### config.mk
export PLATFORM = sky130hd
export DESIGN_NAME = dbp_match_top
export DESIGN_NICKNAME = d
export VERILOG_FILES = /design/src/rtl/dbp_pkg.sv /design/src/rtl/dbp_regs.sv /design/src/rtl/dbp_lane_gen.sv /design/src/rtl/dbp_addr_cmp.sv /design/src/rtl/dbp_type_gate.sv /design/src/rtl/dbp_match_top.sv
export SDC_FILE = /design/constraint.sdc
export NUM_CORES = 1
export LEC_CHECK = 0
export BUFFER_PORTS_ARGS = -buffer_cell sky130_fd_sc_hd__buf_2
export CAP_MARGIN = 25
export CORE_MARGIN = 4
export CORE_UTILIZATION = 50
export CTS_BUF_LIST = sky130_fd_sc_hd__clkbuf_16
export CTS_CLUSTER_SIZE = 24
export DETAILED_ROUTE_END_ITERATION = 10
export PLACE_DENSITY = 0.87
export SYNTH_ARGS = -nofsm -noshare
export SYNTH_HDL_FRONTEND = slang
export SYNTH_SLANG_ARGS = --single-unit
### constraint.sdc
create_clock -name clk_i -period 3.5 [get_ports clk_i]
set_clock_uncertainty 0.1 [all_clocks]
set_input_delay 0.7 -clock clk_i [delete_from_list [all_inputs] [get_ports clk_i]]
set_output_delay 0.7 -clock clk_i [all_outputs]
set_load 0.03 [all_outputs]
### src/rtl/dbp_pkg.sv
package dbp_pkg;
  localparam int unsigned LANES = 4;
  localparam int unsigned OFFW  = $clog2(LANES);

  localparam logic [2:0] ACC_LOAD    = 3'd0;
  localparam logic [2:0] ACC_STORE   = 3'd1;
  localparam logic [2:0] ACC_SWAP    = 3'd2;
  localparam logic [2:0] ACC_PRELOAD = 3'd3;
  localparam logic [2:0] ACC_CMAINT  = 3'd4;

  localparam logic [1:0] EN_OFF   = 2'b00;
  localparam logic [1:0] EN_STORE = 2'b01;
  localparam logic [1:0] EN_ANY   = 2'b10;
  localparam logic [1:0] EN_LOAD  = 2'b11;

  localparam logic [2:0] MOE_NONE = 3'b000;
  localparam logic [2:0] MOE_DATA = 3'b010;
  localparam logic [2:0] MOE_SWBK = 3'b011;

  localparam logic [1:0] SEL_BP0  = 2'd0;
  localparam logic [1:0] SEL_BP1  = 2'd1;
  localparam logic [1:0] SEL_CTRL = 2'd2;

  typedef struct packed {
    logic       mask_mode;
    logic [1:0] en1;
    logic [1:0] en0;
  } dbp_ctrl_t;
endpackage

### src/rtl/dbp_regs.sv
module dbp_regs
  import dbp_pkg::*;
#(
  parameter int unsigned AW = 32
) (
  input  logic          clk_i,
  input  logic          rst_ni,
  input  logic          we_i,
  input  logic [1:0]    sel_i,
  input  logic [AW-1:0] wdata_i,
  output logic [AW-1:0] bp0_o,
  output logic [AW-1:0] bp1_o,
  output dbp_ctrl_t     ctrl_o
);
  localparam int unsigned CW = $bits(dbp_ctrl_t);

  always_ff @(posedge clk_i or negedge rst_ni) begin
    if (!rst_ni) begin
      bp0_o  <= '0;
      bp1_o  <= '0;
      ctrl_o <= '0;
    end else if (we_i) begin
      unique case (sel_i)
        SEL_BP0:  bp0_o  <= wdata_i;
        SEL_BP1:  bp1_o  <= wdata_i;
        SEL_CTRL: ctrl_o <= dbp_ctrl_t'(wdata_i[CW-1:0]);
        default:  ;
      endcase
    end
  end
endmodule

### src/rtl/dbp_lane_gen.sv
module dbp_lane_gen
  import dbp_pkg::*;
#(
  parameter int unsigned AW = 32
) (
  input  logic [AW-1:0]      addr_i,
  input  logic [1:0]         size_i,
  output logic [AW-OFFW-1:0] word_o,
  output logic [LANES-1:0]   lanes_o
);
  logic [OFFW:0]   nbytes;
  logic [OFFW-1:0] low_mask;
  logic [OFFW-1:0] off;
  logic [OFFW-1:0] start;
  logic            unal;

  assign word_o = addr_i[AW-1:OFFW];
  assign off    = addr_i[OFFW-1:0];

  always_comb begin
    unique case (size_i)
      2'd0:    begin nbytes = 3'd1; low_mask = 2'b00; end
      2'd1:    begin nbytes = 3'd2; low_mask = 2'b01; end
      default: begin nbytes = 3'd4; low_mask = 2'b11; end
    endcase
    unal  = |(off & low_mask);
    // unaligned: round down to word base
    start = unal ? '0 : off;
  end

  for (genvar l = 0; l < LANES; l++) begin : g_lane
    localparam logic [OFFW:0] LIDX = (OFFW+1)'(l);
    assign lanes_o[l] = (LIDX >= {1'b0, start}) && (LIDX < ({1'b0, start} + nbytes));
  end
endmodule

### src/rtl/dbp_addr_cmp.sv
module dbp_addr_cmp
  import dbp_pkg::*;
#(
  parameter int unsigned AW = 32
) (
  input  logic [AW-OFFW-1:0] word_i,
  input  logic [LANES-1:0]   lanes_i,
  input  logic [AW-1:0]      bp_i,
  input  logic [AW-1:0]      ign_i,
  output logic               match_o
);
  logic             word_hit;
  logic [LANES-1:0] lane_hit;

  assign word_hit = ((word_i ^ bp_i[AW-1:OFFW]) & ~ign_i[AW-1:OFFW]) == '0;

  for (genvar l = 0; l < LANES; l++) begin : g_lane
    localparam logic [OFFW-1:0] LIDX = OFFW'(l);
    assign lane_hit[l] = lanes_i[l] &&
                         (((LIDX ^ bp_i[OFFW-1:0]) & ~ign_i[OFFW-1:0]) == '0);
  end

  assign match_o = word_hit && (|lane_hit);
endmodule

### src/rtl/dbp_type_gate.sv
module dbp_type_gate
  import dbp_pkg::*;
(
  input  logic [1:0] en_i,
  input  logic [2:0] type_i,
  output logic       allow_o
);
  logic is_load, is_store;

  assign is_load  = (type_i == ACC_LOAD);
  assign is_store = (type_i == ACC_STORE) || (type_i == ACC_SWAP);

  always_comb begin
    unique case (en_i)
      EN_STORE: allow_o = is_store;
      EN_ANY:   allow_o = is_store || is_load;
      EN_LOAD:  allow_o = is_load;
      default:  allow_o = 1'b0;
    endcase
  end
endmodule

### src/rtl/dbp_match_top.sv
module dbp_match_top
  import dbp_pkg::*;
#(
  parameter int unsigned AW = 32
) (
  input  logic          clk_i,
  input  logic          rst_ni,
  input  logic          reg_we_i,
  input  logic [1:0]    reg_sel_i,
  input  logic [AW-1:0] reg_wdata_i,
  input  logic          acc_valid_i,
  input  logic [AW-1:0] acc_addr_i,
  input  logic [1:0]    acc_size_i,
  input  logic [2:0]    acc_type_i,
  input  logic [AW-1:0] next_pc_i,
  input  logic          swbk_i,
  input  logic          dbg_en_i,
  output logic          hit_o,
  output logic          swbk_o,
  output logic [2:0]    moe_o,
  output logic [AW-1:0] link_o
);
  localparam int unsigned NBP = 2;

  logic [AW-1:0]      bp0, bp1;
  dbp_ctrl_t          ctrl;
  logic [AW-OFFW-1:0] acc_word;
  logic [LANES-1:0]   acc_lanes;

  logic [AW-1:0] bp_addr [NBP];
  logic [AW-1:0] bp_ign  [NBP];
  logic [1:0]    bp_en   [NBP];
  logic [NBP-1:0] bp_live, bp_match, bp_allow;

  logic data_hit, sw_evt;

  dbp_regs #(.AW(AW)) u_regs (
    .clk_i   (clk_i),
    .rst_ni  (rst_ni),
    .we_i    (reg_we_i),
    .sel_i   (reg_sel_i),
    .wdata_i (reg_wdata_i),
    .bp0_o   (bp0),
    .bp1_o   (bp1),
    .ctrl_o  (ctrl)
  );

  dbp_lane_gen #(.AW(AW)) u_lanes (
    .addr_i  (acc_addr_i),
    .size_i  (acc_size_i),
    .word_o  (acc_word),
    .lanes_o (acc_lanes)
  );

  // slot 0: first bp, masked by bp1 in mask mode; slot 1: independent bp1
  assign bp_addr[0] = bp0;
  assign bp_ign[0]  = ctrl.mask_mode ? bp1 : '0;
  assign bp_en[0]   = ctrl.en0;
  assign bp_live[0] = 1'b1;
  assign bp_addr[1] = bp1;
  assign bp_ign[1]  = '0;
  assign bp_en[1]   = ctrl.en1;
  assign bp_live[1] = !ctrl.mask_mode;

  for (genvar i = 0; i < NBP; i++) begin : g_bp
    dbp_addr_cmp #(.AW(AW)) u_cmp (
      .word_i  (acc_word),
      .lanes_i (acc_lanes),
      .bp_i    (bp_addr[i]),
      .ign_i   (bp_ign[i]),
      .match_o (bp_match[i])
    );
    dbp_type_gate u_gate (
      .en_i    (bp_en[i]),
      .type_i  (acc_type_i),
      .allow_o (bp_allow[i])
    );
  end

  assign data_hit = acc_valid_i && (|(bp_live & bp_match & bp_allow));
  assign sw_evt   = swbk_i && dbg_en_i;

  always_ff @(posedge clk_i or negedge rst_ni) begin
    if (!rst_ni) begin
      hit_o  <= 1'b0;
      swbk_o <= 1'b0;
      moe_o  <= MOE_NONE;
      link_o <= '0;
    end else begin
      hit_o  <= data_hit;
      swbk_o <= sw_evt;
      moe_o  <= data_hit ? MOE_DATA : (sw_evt ? MOE_SWBK : MOE_NONE);
      if (data_hit || sw_evt) link_o <= next_pc_i + AW'(4);
    end
  end
endmodule

==> metrics <==
result of the run finished clean; CTS tree built; Finished Cell Area 7247 um2; switching part of the total power 32.04%; die span in x 116.5 um; number of setup violations in the final report 0; Most Used Layer, Global Route met2; drc violations 0; Die Y 116.5 um; number of enable flip-flop cells after synthesis 0; peak supply drop 0.3472 mV; relative contribution of the clock network to total power 27.9%; most instantiated flip-flop cell in the synthesis netlist dfrtp_1; Fillers 876; power per standard cell area 518.3 nW/um2; global-route wire length before repair 24.54 mm; fraction of the yosys area taken by sequential cells 44.61%; cell leakage power 3.170 nW; Post-Route WL 16.12 mm; MaxCap Viol Count 0; Post-Layout Cell Count 815; count of H-tree levels built during CTS 3; number of slew-limit violations in the final report 0; Initial DRT Pass Iterations 5; worst setup path category in -> reg; number of top-level design ports 146; transition time at the pin with the least slew margin 0.8035 ns; syn nets 615; violation count after the first detailed-route iteration 268; CTS Hold Bufs 0; gate count of the mapped netlist 503; DPL Wire Length 12.13 mm; met3 layer usage reported by global route 4.197%; Crit path max-delay family compound AO/OA/AOI/OAI gates; remaining global-route overflow 0; final period utilization 97.51%; post-DR wirelength/cell 19.77 um; Arrival @ worst endpoint 3.54 ns; cell chosen for the clock root clkbuf_16; slowest library cell on the worst path fa_1; initial standard-cell utilization of the core 51.36%; number of synthesized register bits 105; Logic pwr share 29.1%; overall power after layout 3.756 mW; Data required, critical path 3.63 ns; total global-route track usage 23.30%; number of nets still failing antenna checks after routing 0; floorplan die area 13,580 um2; FFs w/ async S/R, synth 100.0%; capturing element type of the critical path flop; most frequent cells in the layout buf_2, dfrtp_1, xnor2_1; average via count per standard cell 5.708; number of buffers and inverters on the critical path 3; area post-placement 6833 um2; via count of the first global-routing pass 4,821; Post-Place Worst Slack -0.2770 ns; top fanout value on the critical path 8; share of cells above drive strength 1 43.52%; Int Power 2.553 mW; maximum clock rate 0.2930 GHz; count of distinct cell types in the synthesized netlist 51; met1 usage in global routing 30.17%; fraction of power consumed by sequential logic 43.1%; delay of the slowest cell on the worst path 0.50 ns; number of buffer cells added on primary ports 144; total core area 11,470 um2; maximum number of buffers from clock root to sink 2; Post-Route Hold Slack 0.2528 ns; clk_lat worst skew 0.34 ns; final worst setup slack 0.08712 ns; global routing met2 resource utilization 38.60%; largest net degree at the start of global routing 47; crit path cell chain buf_2, buf_4, nor2b_1, fa_1, or3_4, a31oi_4, o22ai_1, a22oi_1, nor3_2, a21o_2, clkbuf_16, mux2_4; Slew HR 46.43%; clock sink total 105; Row Count 39; clock-pin slew on the worst setup and hold paths 0.07 ns; post-synthesis instance area 5889 um2; switching power summed over all nets 1.204 mW; leading cell type in the layout, fill and taps excluded buf_2; count of final hold-check violations 0; gp weighted congestion 0.8975; warning count from the yosys run 0; minimum clock period after layout 3.413 ns; routed via count 4,652; Cell Count Post-Placement 794; CP startpoint kind input port; NumNets Final 778; total CTS buffers 9; average cell area after synthesis 11.71 um2; growth of design area from synthesis to finish 23.05%; Hold WC Path Type in -> async; initial antenna violation count 1
[flip-flops by register name, summed over array words and instances, names as in the netlist]
| signal | flops |
|---|---|
| swbk_o | 1 |
| hit_o | 1 |
| link_o | 32 |
| moe_o | 2 |
| u_regs.ctrl_o | 5 |
| u_regs.bp1_o | 32 |
| u_regs.bp0_o | 32 |
[cells by family (layout without fill, tap and decap cells)]
group           Yosys count  in the layout  synth area share [%]
fa+ha+maj                 3              3                0.7648
flops                   105            105                 44.61
compound gates           45             45                 5.184
buf+inv                  18            186                 2.422
other cells               1              2               0.06367
mux                     100            100                 20.91
simple gates            141            141                 12.66
xor+xnor                 90             90                 13.38
[stage by stage]
step | TNS [ns] | util [%]
6_report | 0 | 63.20
5_1_grt | -0.04652 | 63.18
4_1_cts | 0 | 62.24
3_5_place_dp | -8.104 | 59.59
3_3_place_gp | -5.029 | 59.59
2_1_floorplan | -3.444 | -
[timing repair]
| item | CTS | global route |
|---|---|---|
| resized for setup | 0 | 7 |
| setup endpoints to repair | 0 | 31 |
| buffers inserted | 0 | 1 |
[metal layers]
metal / vias up / wire length [um] / share of wire, %
met5: - / 7 / 0.043
met1: 2334 / 6746 / 42
met3: 30 / 858 / 5.3
met2: 153 / 8157 / 51
met4: 2 / 347 / 2.2
li1: 2133 / - / -
[power by group through the flow]
stage	combinational (mW)	clock [mW]	sequential, mW
2_1_floorplan	0.622	0	1.69
3_3_place_gp	1.03	0	1.62
3_5_place_dp	1.06	0	1.63
4_1_cts	1.07	1.05	1.61
5_1_grt	1.18	1.11	1.65
6_report	1.09	1.05	1.62
[cell type report]
class / count / area, um2 / area share [%]
Multi-Input combinational cell: 380 / 3179 / 43.87
Clock inverter: 7 / 78.83 / 1.088
Tap cell: 143 / 178.9 / 2.469
Clock buffer: 9 / 225.2 / 3.108
Inverter: 4 / 15.01 / 0.2072
Sequential cell: 105 / 2628 / 36.26
Timing Repair Buffer: 166 / 939.7 / 12.97
Antenna cell: 1 / 2.502 / 0.03453
[synthesized netlist by cell type (all sizes together), types with 5 or more instances]
cell type | n | area, um2
nand3 | 13 | 65.06
clkbuf | 5 | 18.77
a21oi | 17 | 85.08
o22ai | 6 | 37.54
nand4 | 26 | 162.7
and3 | 6 | 37.54
xnor2 | 79 | 691.9
nor2 | 39 | 146.4
nand2 | 18 | 67.56
xor2 | 11 | 96.34
mux2 | 100 | 1231
nor4 | 16 | 100.1
buf | 9 | 108.9
dfrtp | 105 | 2628
[worst reg2reg max path, cell delays in order (launching register included)]
cell,delay (ns)
dfrtp_1,0.86
a21oi_1,0.31
nor4_1,0.39
nand4_1,0.16
nor4_1,0.30
buf_4,0.18
a21o_2,0.24
buf_6,0.19
mux2_2,0.35
[path summary, 6_finish.rpt]
path | startpoint | end | cells past startpoint | slack, ns
max | acc_size_i[0] | link_o[12] | 12 | 0.09
min | rst_ni | link_o[31] | 1 | 0.25
max reg2reg | u_regs.ctrl_o[4] | link_o[1] | 8 | 0.30
min reg2reg | link_o[0] | link_o[0] | 1 | 0.41
max in group asynchronous | rst_ni | link_o[15] | 2 | 2.33
min in group clk_i | link_o[0] | link_o[0] | 1 | 0.41
(Power assumes the default switching activity.)
